**src/rtl/sync_width_classifier.sv**
```systemverilog
module sync_width_classifier #(
  parameter int CNT_W      = 32,
  parameter int GLITCH_MIN = 40,
  parameter int EQ_LIMIT   = 264,
  parameter int LONG_MIN   = 1200
) (
  input  logic             clk,
  input  logic             rst_n,
  input  logic             sync_n,
  output logic             rpt_valid,
  output logic [1:0]       rpt_kind,
  output logic [CNT_W-1:0] rpt_width,
  output logic [CNT_W-1:0] rpt_since
);
  localparam logic [CNT_W-1:0] G_MIN = CNT_W'(GLITCH_MIN);
  localparam logic [CNT_W-1:0] E_LIM = CNT_W'(EQ_LIMIT);
  localparam logic [CNT_W-1:0] L_MIN = CNT_W'(LONG_MIN);
  localparam logic [1:0] K_NONE = 2'b00, K_EQ = 2'b01, K_HS = 2'b10, K_LONG = 2'b11;

  logic             s1, s2, s3;
  logic             in_pulse, have_ref;
  logic [CNT_W-1:0] tick, start_q, ref_q;

  wire              fall    = s3 & ~s2;
  wire              rise    = ~s3 & s2 & in_pulse;
  wire [CNT_W-1:0]  width_w = tick - start_q;
  wire              accept  = rise & (width_w >= G_MIN);
  wire [1:0]        kind_w  = (width_w < E_LIM) ? K_EQ :
                              (width_w < L_MIN) ? K_HS : K_LONG;

  always_ff @(posedge clk) begin
    if (!rst_n) begin
      s1 <= 1'b1;
      s2 <= 1'b1;
      s3 <= 1'b1;
      tick <= '0;
    end else begin
      s1 <= sync_n;
      s2 <= s1;
      s3 <= s2;
      tick <= tick + 1'b1;
    end
  end

  always_ff @(posedge clk) begin
    if (!rst_n) begin
      in_pulse  <= 1'b0;
      have_ref  <= 1'b0;
      start_q   <= '0;
      ref_q     <= '0;
      rpt_valid <= 1'b0;
      rpt_kind  <= K_NONE;
      rpt_width <= '0;
      rpt_since <= '0;
    end else begin
      rpt_valid <= accept;
      rpt_kind  <= accept ? kind_w : K_NONE;
      if (fall) begin
        start_q  <= tick;
        in_pulse <= 1'b1;
      end else if (rise) begin
        in_pulse <= 1'b0;
      end
      if (accept) begin
        rpt_width <= width_w;
        rpt_since <= have_ref ? start_q - ref_q : '0;
        ref_q     <= start_q;
        have_ref  <= 1'b1;
      end
    end
  end
endmodule

```
**config.mk**
```make
export PLATFORM = sky130hd
export DESIGN_NAME = sync_width_classifier
export DESIGN_NICKNAME = d
export VERILOG_FILES = /design/src/rtl/sync_width_classifier.sv
export SDC_FILE = /design/constraint.sdc
export NUM_CORES = 1
export LEC_CHECK = 0
export ABC_AREA = 1
export ABC_CLOCK_PERIOD_IN_PS = 3200
export BUFFER_PORTS_ARGS = -buffer_cell sky130_fd_sc_hd__buf_2
export CORE_MARGIN = 3
export CORE_UTILIZATION = 55
export DETAILED_ROUTE_END_ITERATION = 12
export GPL_TIMING_DRIVEN = 0
export MAX_ROUTING_LAYER = met4
export PLACE_DENSITY = 0.73
export SLEW_MARGIN = 20
export SYNTH_ARGS = -nofsm -noshare
export SYNTH_HDL_FRONTEND = slang
export SYNTH_SLANG_ARGS = --single-unit
```
**constraint.sdc**
```tcl
create_clock -name clk -period 3.2 [get_ports clk]
set_input_delay 0.64 -clock clk [delete_from_list [all_inputs] [get_ports clk]]
set_output_delay 0.64 -clock clk [all_outputs]
set_load 0.05 [all_outputs]
```
==> flow_summary.yaml <==
run_status:
  status: "completed"
synthesis:
  yosys_warnings: 0
  ys_types: 38
  synth_ff_type: "dfxtp_1"
  async_flop_share: 0
  synth_top_area_cell: "dfxtp_1"
  synth_area_sq_um: 11400
  synth_fp_nets: 1898
  netlist.area_leader.share: 0.296
  synth-edff-count: 0
  synth.area.top_cells: "dfxtp_1 30%, nand2_1 15%, a21oi_1 9.7%"
  yosysSeqAreaShare: 0.296
  postSynthAreaPerCell_sq_um: 6.20
  synth_cells: 1830
  ys_ff_latch: 168
sta:
  finalCritPeriodShare: 0.955
  hold_viol_final: 0
  fin_setup_tns_ns: 0
  fin_skew_ns: 0.00966
  drv_slew: 0
  final.min_clock_period_ns: 3.06
  fmax_mhz: 327
  tightest_slew_ns: 0.947
  slew_headroom: 0.369
  report.final.setup_viol: 0
pwr:
  power_density_nw_per_um2: 414
  leakage_nw: 6.14
  ir_drop_uv: 349
clock_tree:
  clockBufferDepth: 2
  numCtsBuffers: 17
  cts_root_buf: "clkbuf_16"
  cts_tree: "done"
  path_clk_slew_ns: 0.07
  clock_latency_ns: 0.43
  htree_levels: 4
  cts_sinks: 168
  cts-hold-fix-buffers: 0
layout:
  fin_nets: 1991
  layout_commonest_cell: "nand2_1"
  drive_above_1_share: 0.119
  layout_common_cells: "446 x nand2_1, 247 x inv_1, 212 x a21oi_1"
  syn_to_final_growth_pct: 14.8
  instances_no_fill: 2202
global_route:
  track_usage: 0.309
  grt_max_degree: 17
  grt_pass1_vias: 10248
  grt-ovfl-total: 0
  grt_pass1_wl_mm: 53.2
  antenna_found_initial: 1
floorplanning:
  io_pins: 70
  num_rows: 51
  fp.dieH_um: 150
  core_sq_um: 19800
  dieArea_sq_um: 22400
  die_w_um: 150
  initial_core_util: 0.572
placed_design:
  dp_hpwl_mm: 27.2
  portBuffers: 69
  dp.cells: 2164
  place.gp.congestion: 0.992
hold_path:
  hp-class: "input pin to flop"
setup_path:
  crit_required_ns: 3.53
  worst_setup_path_start_kind: "flop"
  critPathCaptureType: "flop"
  critPathMaxStageDelay_ns: 0.37
  critPathTopFamily: "simple AND/OR/NAND/NOR gates"
  critPathKind: "flop to flop"
  crit_buf_inv: 3
  crit_slowest_cell: "dfxtp_1"
  crit_arrival_ns: 3.38
  path_cells: "inv_1 > ha_1 > nand2_1 > nor2_1 > nand3_1 > nand3_1 > nand2_1 > nand4_1 > nand2_1 > nor2_1 > nand2_1 > nor2_4 > nand3_4 > buf_8 > buf_6 > a21oi_4 > nor2_1"
  cp_common_cell: "nand2_1"
  critPathMaxFanout: 10
flow_run:
  maxCapViolations: 0
routing:
  wl_per_cell_um: 15.7
  post-route-drc-count: 0
  drt-total-wl_mm: 34.5
  vias_per_cell: 5.39
  routed-via-count: 11877
  first_pass_iters: 7
  drt_iter0_markers: 887
  antenna_left: 0
==> layer usage <==
metal | track usage | wire [um] | part of all wire
met1 | 0.427 | 15800 | 0.46
met4 | 0.0874 | 1010 | 0.029
met5 | - | 0 | 0
met2 | 0.465 | 14900 | 0.43
met3 | 0.0551 | 2800 | 0.081
==> cells by family after synthesis <==
group                    synth area share
adder cells (fa/ha/maj)            0.0730
buffers and inverters               0.121
XOR/XNOR                           0.0161
flip-flops                          0.296
AO/OA/AOI/OAI                       0.147
AND/OR/NAND/NOR                     0.347
==> state kept, by name, indices dropped and copies added, names as in the netlist, 2 cells and up <==
signal,count
tick,32
rpt_width,32
start_q,32
rpt_since,32
ref_q,32
rpt_kind,2
==> area by class of cell <==
class,count,area (sq um)
timing repair buffer,74,400
multi-input combinational,1335,6990
inverter,258,968
buffer,69,424
fill,1931,6820
clock inverter,13,114
clock buffer,19,433
sequential,168,3370
tap,265,332
antenna,1,2.50
==> path summary, 6_finish.rpt <==
kind	start	endpoint	slack [ns]	cells after the start
max	start_q[8]	ref_q[0]	0.14	17
min	sync_n	s1	0.39	2
max reg2reg	start_q[8]	ref_q[0]	0.14	17
min reg2reg	s1	s2	0.43	1
==> power by group <==
group | internal (mW) | total (mW) | switching [mW]
registers | 2.12 | 2.15 | 0.0253
clock network | 1.02 | 1.97 | 0.950
logic | 0.419 | 1.28 | 0.866
total | 3.56 | 5.40 | 1.84
==> worst register-to-register path, cell delays in order (launching register included) <==
cell,delay [ns]
dfxtp_1,0.37
inv_1,0.10
ha_1,0.37
nand2_1,0.11
nor2_1,0.22
nand3_1,0.12
nand3_1,0.22
nand2_1,0.14
nand4_1,0.10
nand2_1,0.07
nor2_1,0.11
nand2_1,0.09
nor2_4,0.18
nand3_4,0.16
buf_8,0.21
buf_6,0.16
a21oi_4,0.16
nor2_1,0.06
==> metrics by stage <==
step                       util  hold WS (ns)  instance area, sq um  total power, mW  setup WS [ns]
after floorplan               -         0.393                 11400             3.09          0.554
after global placement    0.606         0.395                 12000             3.36         -0.384
after detailed placement  0.606         0.410                 12000             3.38         -0.424
after CTS                 0.635         0.388                 12600             5.32        0.00323
after global routing      0.657         0.397                 13000             5.66        -0.0262
final                     0.657         0.388                 13000             5.40          0.144
==> synth_stat cells, types with 7 or more instances <==
| library cell | count |
|---|---|
| nand3b_1 | 26 |
| nor2_2 | 7 |
| nand3_1 | 143 |
| nor3_1 | 22 |
| or2_2 | 12 |
| xnor2_1 | 8 |
| clkbuf_1 | 45 |
| inv_1 | 249 |
| buf_6 | 18 |
| a21oi_1 | 221 |
| xor2_1 | 11 |
| dfxtp_1 | 168 |
| inv_2 | 7 |
| nor2_1 | 218 |
| nand2_1 | 460 |
| o21ai_0 | 85 |
| ha_1 | 63 |
| nand4_1 | 13 |
==> what timing repair did <==
item                                    in CTS  in global routing
pin swaps                                    0                 13
gates cloned                                 0                  1
resized for setup                            9                 87
endpoints found under the setup margin     100                100
buffers inserted                             0                  4
No activity file was read; power rests on OpenSTA's default activity.
